File: src/rtl/prf_pkg.sv
package prf_pkg;
  typedef enum logic {
    REG_DATA = 1'b0,
    REG_CTRL = 1'b1
  } reg_sel_e;

  localparam int CTRL_FEED_BIT = 0;
  localparam int CTRL_CLR_BIT  = 1;

  localparam int STAT_BUSY_BIT = 0;
  localparam int STAT_OVF_BIT  = 1;
  localparam int STAT_UNR_BIT  = 2;
  localparam int STAT_CNT_LSB  = 4;
endpackage

File: src/rtl/prf_reg_port.sv
module prf_reg_port
  import prf_pkg::*;
#(
  parameter int unsigned WORD_W = 16,
  parameter int unsigned CNT_W  = 3
) (
  input  logic              bus_wr,
  input  logic              bus_rd,
  input  logic              bus_addr,
  input  logic [1:0]        ctrl_bits,
  input  logic [WORD_W-1:0] ofifo_rdata,
  input  logic              busy,
  input  logic              ovf_flag,
  input  logic              unr_flag,
  input  logic [CNT_W-1:0]  word_cnt,
  output logic              data_wr,
  output logic              feed_req,
  output logic              clr_req,
  output logic              ofifo_pop,
  output logic [WORD_W-1:0] bus_rdata
);
  reg_sel_e sel;
  logic     ctrl_wr;

  assign sel     = reg_sel_e'(bus_addr);
  assign data_wr = bus_wr && (sel == REG_DATA);
  assign ctrl_wr = bus_wr && (sel == REG_CTRL);

  // clear dominates feed when both arrive in one write
  assign clr_req  = ctrl_wr && ctrl_bits[CTRL_CLR_BIT];
  assign feed_req = ctrl_wr && ctrl_bits[CTRL_FEED_BIT] && !ctrl_bits[CTRL_CLR_BIT];

  assign ofifo_pop = bus_rd && (sel == REG_DATA);

  always_comb begin
    bus_rdata = '0;
    if (sel == REG_DATA) begin
      bus_rdata = ofifo_rdata;
    end else begin
      bus_rdata[STAT_BUSY_BIT]             = busy;
      bus_rdata[STAT_OVF_BIT]              = ovf_flag;
      bus_rdata[STAT_UNR_BIT]              = unr_flag;
      bus_rdata[STAT_CNT_LSB +: CNT_W]     = word_cnt;
    end
  end
endmodule

File: src/rtl/prf_word_store.sv
module prf_word_store #(
  parameter int unsigned WORD_W    = 16,
  parameter int unsigned NUM_WORDS = 5,
  parameter int unsigned CNT_W     = $clog2(NUM_WORDS + 1),
  parameter int unsigned PACK_W    = WORD_W * NUM_WORDS
) (
  input  logic              clk,
  input  logic              rst_n,
  input  logic              data_wr,
  input  logic [WORD_W-1:0] wdata,
  input  logic              flush,
  input  logic              clr_flags,
  output logic [PACK_W-1:0] pack,
  output logic [CNT_W-1:0]  word_cnt,
  output logic              full,
  output logic              ovf_flag
);
  localparam logic [CNT_W-1:0] CNT_FULL = CNT_W'(NUM_WORDS);

  logic [CNT_W-1:0] cnt_q, cnt_d;
  logic             ovf_q, ovf_d;
  logic             accept;

  assign full     = (cnt_q == CNT_FULL);
  assign accept   = data_wr && !full;
  assign word_cnt = cnt_q;
  assign ovf_flag = ovf_q;

  always_comb begin
    cnt_d = cnt_q;
    ovf_d = ovf_q;
    if (data_wr) begin
      if (full) ovf_d = 1'b1;
      else      cnt_d = cnt_q + 1'b1;
    end
    if (flush)     cnt_d = '0;
    if (clr_flags) ovf_d = 1'b0;
  end

  always_ff @(posedge clk or negedge rst_n) begin
    if (!rst_n) begin
      cnt_q <= '0;
      ovf_q <= 1'b0;
    end else begin
      cnt_q <= cnt_d;
      ovf_q <= ovf_d;
    end
  end

  for (genvar i = 0; i < NUM_WORDS; i++) begin : g_slot
    logic [WORD_W-1:0] word_q;
    logic              slot_en;

    assign slot_en = accept && (cnt_q == CNT_W'(i));

    always_ff @(posedge clk or negedge rst_n) begin
      if (!rst_n)       word_q <= '0;
      else if (slot_en) word_q <= wdata;
    end

    assign pack[i*WORD_W +: WORD_W] = word_q;
  end
endmodule

File: src/rtl/prf_symbol_seq.sv
module prf_symbol_seq #(
  parameter int unsigned SYM_W    = 10,
  parameter int unsigned NUM_SYMS = 8,
  parameter int unsigned PACK_W   = 80,
  parameter int unsigned IDX_W    = (NUM_SYMS > 1) ? $clog2(NUM_SYMS) : 1
) (
  input  logic              clk,
  input  logic              rst_n,
  input  logic              feed_req,
  input  logic              abort,
  input  logic              full,
  input  logic [PACK_W-1:0] pack,
  output logic              busy,
  output logic              done,
  output logic              unr_flag,
  output logic              sym_valid,
  output logic [SYM_W-1:0]  sym_data
);
  localparam logic [IDX_W-1:0] IDX_LAST = IDX_W'(NUM_SYMS - 1);

  logic             busy_q, busy_d;
  logic [IDX_W-1:0] idx_q, idx_d;
  logic             unr_q, unr_d;
  logic [SYM_W-1:0] sym_tab [NUM_SYMS];

  for (genvar k = 0; k < NUM_SYMS; k++) begin : g_sym
    assign sym_tab[k] = pack[k*SYM_W +: SYM_W];
  end

  always_comb begin
    busy_d = busy_q;
    idx_d  = idx_q;
    unr_d  = unr_q;
    done   = 1'b0;
    if (busy_q) begin
      if (idx_q == IDX_LAST) begin
        busy_d = 1'b0;
        idx_d  = '0;
        done   = 1'b1;
      end else begin
        idx_d = idx_q + 1'b1;
      end
    end else if (feed_req) begin
      if (full) begin
        busy_d = 1'b1;
        idx_d  = '0;
      end else begin
        unr_d = 1'b1;
      end
    end
    if (abort) begin
      busy_d = 1'b0;
      idx_d  = '0;
      unr_d  = 1'b0;
    end
  end

  always_ff @(posedge clk or negedge rst_n) begin
    if (!rst_n) begin
      busy_q <= 1'b0;
      idx_q  <= '0;
      unr_q  <= 1'b0;
    end else begin
      busy_q <= busy_d;
      idx_q  <= idx_d;
      unr_q  <= unr_d;
    end
  end

  assign busy      = busy_q;
  assign unr_flag  = unr_q;
  assign sym_valid = busy_q;
  assign sym_data  = busy_q ? sym_tab[idx_q] : '0;
endmodule

File: src/rtl/parity_repack_fifo.sv
module parity_repack_fifo #(
  parameter int unsigned WORD_W    = 16,
  parameter int unsigned SYM_W     = 10,
  parameter int unsigned NUM_WORDS = 5,
  parameter int unsigned NUM_SYMS  = 8
) (
  input  logic              clk,
  input  logic              rst_n,
  input  logic              bus_wr,
  input  logic              bus_rd,
  input  logic              bus_addr,
  input  logic [WORD_W-1:0] bus_wdata,
  output logic [WORD_W-1:0] bus_rdata,
  input  logic [WORD_W-1:0] ofifo_rdata,
  output logic              ofifo_pop,
  output logic              sym_valid,
  output logic [SYM_W-1:0]  sym_data
);
  localparam int unsigned PACK_W = WORD_W * NUM_WORDS;
  localparam int unsigned CNT_W  = $clog2(NUM_WORDS + 1);
  localparam int unsigned IDX_W  = (NUM_SYMS > 1) ? $clog2(NUM_SYMS) : 1;

  if (SYM_W * NUM_SYMS > PACK_W) begin : g_bad_geometry
    initial $error("symbols exceed buffered bits");
  end

  logic [1:0]        rst_pipe;
  logic              rst_core_n;
  logic              data_wr, feed_req, clr_req;
  logic              busy, done, ovf_flag, unr_flag, full;
  logic [CNT_W-1:0]  word_cnt;
  logic [PACK_W-1:0] pack;

  always_ff @(posedge clk or negedge rst_n) begin
    if (!rst_n) rst_pipe <= 2'b00;
    else        rst_pipe <= {rst_pipe[0], 1'b1};
  end
  assign rst_core_n = rst_pipe[1];

  prf_reg_port #(.WORD_W(WORD_W), .CNT_W(CNT_W)) u_port (
    .bus_wr      (bus_wr),
    .bus_rd      (bus_rd),
    .bus_addr    (bus_addr),
    .ctrl_bits   (bus_wdata[1:0]),
    .ofifo_rdata (ofifo_rdata),
    .busy        (busy),
    .ovf_flag    (ovf_flag),
    .unr_flag    (unr_flag),
    .word_cnt    (word_cnt),
    .data_wr     (data_wr),
    .feed_req    (feed_req),
    .clr_req     (clr_req),
    .ofifo_pop   (ofifo_pop),
    .bus_rdata   (bus_rdata)
  );

  prf_word_store #(
    .WORD_W(WORD_W), .NUM_WORDS(NUM_WORDS), .CNT_W(CNT_W), .PACK_W(PACK_W)
  ) u_store (
    .clk       (clk),
    .rst_n     (rst_core_n),
    .data_wr   (data_wr),
    .wdata     (bus_wdata),
    .flush     (done || clr_req),
    .clr_flags (clr_req),
    .pack      (pack),
    .word_cnt  (word_cnt),
    .full      (full),
    .ovf_flag  (ovf_flag)
  );

  prf_symbol_seq #(
    .SYM_W(SYM_W), .NUM_SYMS(NUM_SYMS), .PACK_W(PACK_W), .IDX_W(IDX_W)
  ) u_seq (
    .clk       (clk),
    .rst_n     (rst_core_n),
    .feed_req  (feed_req),
    .abort     (clr_req),
    .full      (full),
    .pack      (pack),
    .busy      (busy),
    .done      (done),
    .unr_flag  (unr_flag),
    .sym_valid (sym_valid),
    .sym_data  (sym_data)
  );
endmodule

File: config.mk
export PLATFORM = sky130hd
export DESIGN_NAME = parity_repack_fifo
export DESIGN_NICKNAME = d
export VERILOG_FILES = /design/src/rtl/prf_pkg.sv /design/src/rtl/prf_reg_port.sv /design/src/rtl/prf_word_store.sv /design/src/rtl/prf_symbol_seq.sv /design/src/rtl/parity_repack_fifo.sv
export SDC_FILE = /design/constraint.sdc
export NUM_CORES = 1
export LEC_CHECK = 0
export BUFFER_PORTS_ARGS = -buffer_cell sky130_fd_sc_hd__buf_2
export CAP_MARGIN = 20
export CORE_MARGIN = 3
export CORE_UTILIZATION = 50
export DETAILED_ROUTE_END_ITERATION = 8
export PLACE_DENSITY_LB_ADDON = 0.1
export SYNTH_ARGS = -nofsm -noshare
export SYNTH_HDL_FRONTEND = slang
export SYNTH_HIERARCHICAL = 1
export SYNTH_SLANG_ARGS = --single-unit
File: constraint.sdc
create_clock -name clk -period 3.37 [get_ports clk]
set_input_delay 0.1685 -clock clk [delete_from_list [all_inputs] [get_ports clk]]
set_output_delay 0.1685 -clock clk [all_outputs]
set_load 0.02 [all_outputs]
==> impl_metrics.py <==
metrics = {
    "routing": {
        "wire_per_inst_um": 19.25,
        "first_pass_iters": 5,
        "viasPerCell": 5.582,
        "ant_nets": 0,
        "first_iter_violations": 83,
        "wl_mm": 9.028,
        "drc": 0,
        "vias": 2618,
    },
    "clock_network": {
        "cts_sinks": 91,
        "cts_tree": "built",
        "h-tree-depth": 3,
        "worstSkewPairLatency_ps": 350,
        "clockBufferDepth": 2,
        "cts-root-buf": "clkbuf_8",
        "post_cts_buffers": 0,
        "clk_pin_slew_ps": 90,
        "numCtsBuffers": 9,
    },
    "die": {
        "dieArea_mm2": 0.01004,
        "rows": 33,
        "die_h_um": 100.2,
        "die_x_um": 100.2,
        "ios": 65,
        "start_util_pct": 52.67,
        "core_area_mm2": 0.008423,
    },
    "pwr": {
        "ir_drop_v": 0.0004690,
        "p_total_mw": 3.955,
        "p_leak_nw": 2.346,
        "p_per_area_mw_per_mm2": 787.3,
    },
    "global_route": {
        "grt.overflow.total": 0,
        "grt_pass1_vias": 2857,
        "grt.busiest_layer": "met2",
        "met3_usage_pct": 3.892,
        "grtUsageMet1_pct": 25.02,
        "grt_max_degree": 48,
        "grt.met2_usage_pct": 32.77,
        "antenna_found_initial": 0,
        "track_usage_pct": 19.44,
        "grt_pass1_wl_mm": 14.90,
    },
    "critical_path": {
        "crit_fanout": 10,
        "cp.arrival_ps": 2300,
        "start_kind": "flop",
        "worstPathRequired_ps": 3200,
        "end_kind": "output port",
        "path_class": "flop to output port",
        "rrSetupSlack_ps": 1560,
    },
    "timing": {
        "maxSlewViolCount": 0,
        "setup_viol": 0,
        "hold_violations": 0,
        "tns_ps": 0,
        "relSlewSlack_pct": 47.97,
        "rsz0062_at_grt": "no",
        "max_freq_ghz": 0.4049,
        "fin_crit_ps": 2470,
        "finalClockSkew_ps": 10.59,
        "period_share_pct": 73.28,
        "worst_pin_slew_ps": 780.5,
    },
    "logic_synthesis": {
        "yosys_warnings": 6,
        "synth_cells": 292,
        "syn_area_mm2": 0.004437,
        "synth-seq-cells": 91,
        "avgSynthCellArea_um2": 15.19,
        "synth_fp_nets": 336,
        "ys_seq_area_share_pct": 51.33,
        "yosysUniqueCellTypes": 35,
    },
    "placement": {
        "dp_hpwl_mm": 6.233,
        "port_buffers": 64,
        "gp_congestion": 0.7527,
        "postPlaceCellArea_mm2": 0.004795,
    },
    "final_layout": {
        "multi_input_area_mm2": 0.002006,
        "regArea_mm2": 0.002281,
        "final_area_mm2": 0.005024,
        "area_growth_pct": 13.23,
        "nFillCells": 700,
        "nets": 403,
        "drive_gt1_share_pct": 54.12,
        "antennaDiodeCount": 0,
    },
    "flow_run": {
        "cap_violations": 0,
    },
    "min_path": {
        "worst_hold_path_type": "input pin to asynchronous set/reset pin",
    },
    "outcome": {
        "status": "finished clean",
    },
}
==> stage by stage <==
| stage | worst slack (ps) | hold slack, ps | util, % | cells |
|---|---|---|---|---|
| after floorplan | 647.6 | -127.1 | - | 292 |
| after global placement | 1223 | -45.72 | 56.92 | 452 |
| after detailed placement | 1239 | -44.30 | 56.92 | 452 |
| after CTS | 846.7 | 97.34 | 59.64 | 469 |
| after global routing | 701.8 | 109.0 | 59.64 | 469 |
| final | 900.4 | 116.8 | 59.64 | 469 |
==> sequential cells by signal (all words and copies together) (netlist names) <==
signal / flops
rst_pipe: 2
u_seq/busy: 1
u_seq/idx_q: 3
u_seq/unr_flag: 1
u_store/g_slot.word_q: 80
u_store/ovf_flag: 1
u_store/word_cnt: 3
==> layout by cell type, fill, tap and decap left out, types with 3 or more instances in the layout <==
master    count
inv_1         5
mux4_2       19
dfrtp_1      90
ha_1          7
a21oi_1       4
clkbuf_8     10
nor2b_1      11
mux2_2       81
nor2_1       17
nand2_2       3
mux2_4        6
buf_2        64
mux2i_1      11
buf_4         5
==> where the power goes <==
| part | internal [mW] | switching [mW] | leakage (nW) |
|---|---|---|---|
| clock network | 0.439 | 0.367 | 0.111 |
| registers | 1.59 | 0.339 | 1.13 |
| logic | 0.780 | 0.438 | 1.11 |
| total | 2.81 | 1.14 | 2.35 |
==> metal layers <==
metal | up-vias | wire length [um]
li1 | 1187 | -
met1 | 1353 | 3860
met2 | 63 | 4643
met3 | 15 | 386
met4 | 0 | 138
met5 | - | 0
==> cells in the mapped netlist <==
master | count | area [um2]
dfrtp_1 | 91 | 2277
mux2_2 | 81 | 912.1
mux4_2 | 19 | 427.9
nor2_1 | 17 | 63.81
mux2i_1 | 11 | 110.1
nor2b_1 | 11 | 68.82
buf_6 | 8 | 90.09
ha_1 | 7 | 87.58
mux2_4 | 6 | 90.09
inv_1 | 5 | 18.77
a21oi_1 | 4 | 20.02
buf_4 | 3 | 22.52
nand2_2 | 3 | 18.77
a31oi_1 | 2 | 12.51
and2_1 | 2 | 12.51
nand2_1 | 2 | 7.510
nand3_1 | 2 | 10.01
a21boi_4 | 1 | 18.77
and2b_1 | 1 | 7.510
and3_1 | 1 | 6.260
and4b_1 | 1 | 10.01
buf_2 | 1 | 5.000
clkbuf_1 | 1 | 3.750
clkbuf_8 | 1 | 13.76
conb_1 | 1 | 3.750
mux4_1 | 1 | 26.28
nand2_4 | 1 | 11.26
nand3b_1 | 1 | 7.510
nand4b_4 | 1 | 23.77
nor2b_4 | 1 | 13.76
nor3b_1 | 1 | 7.510
o21ai_0 | 1 | 5.000
or2_1 | 1 | 6.260
or2b_1 | 1 | 7.510
xnor2_1 | 1 | 8.760
==> worst max-delay path, cell delays in order (launching register included) <==
cell and delay [ps]:
dfrtp_1 670, buf_4 290, mux4_1 560, mux2i_1 190, nor2_1 60, buf_2 180
==> worst paths after layout <==
kind	start	end	depth (start not counted)
max	u_seq/idx_q[1]	sym_data[9]	5
min	rst_n	rst_pipe[1]	2
max reg2reg	u_seq/idx_q[0]	u_store/word_cnt[1]	5
min reg2reg	rst_pipe[1]	u_store/g_slot[3].word_q[4]	0
max in group asynchronous	rst_pipe[1]	u_store/g_slot[1].word_q[13]	1
min in group clk	bus_wdata[4]	u_store/g_slot[4].word_q[4]	2
==> area by class of cell <==
cell class | instances | area share [%]
sequential | 91 | 45.40
multi-input combinational | 182 | 39.93
timing repair buffer | 70 | 7.323
clock inverter | 4 | 1.469
clock buffer | 12 | 2.889
tap | 105 | 2.615
inverter | 5 | 0.3736
==> repair_timing <==
item | CTS | global route
gates resized for setup | 0 | 0
hold buffers | 1 | 0
setup endpoints to repair | 0 | 0
hold endpoints to repair | 2 | 0
==> cells by family after synthesis <==
kind of cell               share of synthesized area [%]
AOI/OAI and AO/OA                                  1.269
and+or+nand+nor                                    6.374
xor gates and xnor gates                          0.1974
DFF                                                51.33
muxes                                              35.31
other                                            0.08452
adders and majority gates                          1.974
buffers and inverters                              3.469
No activity file was read; power rests on OpenSTA's default activity.
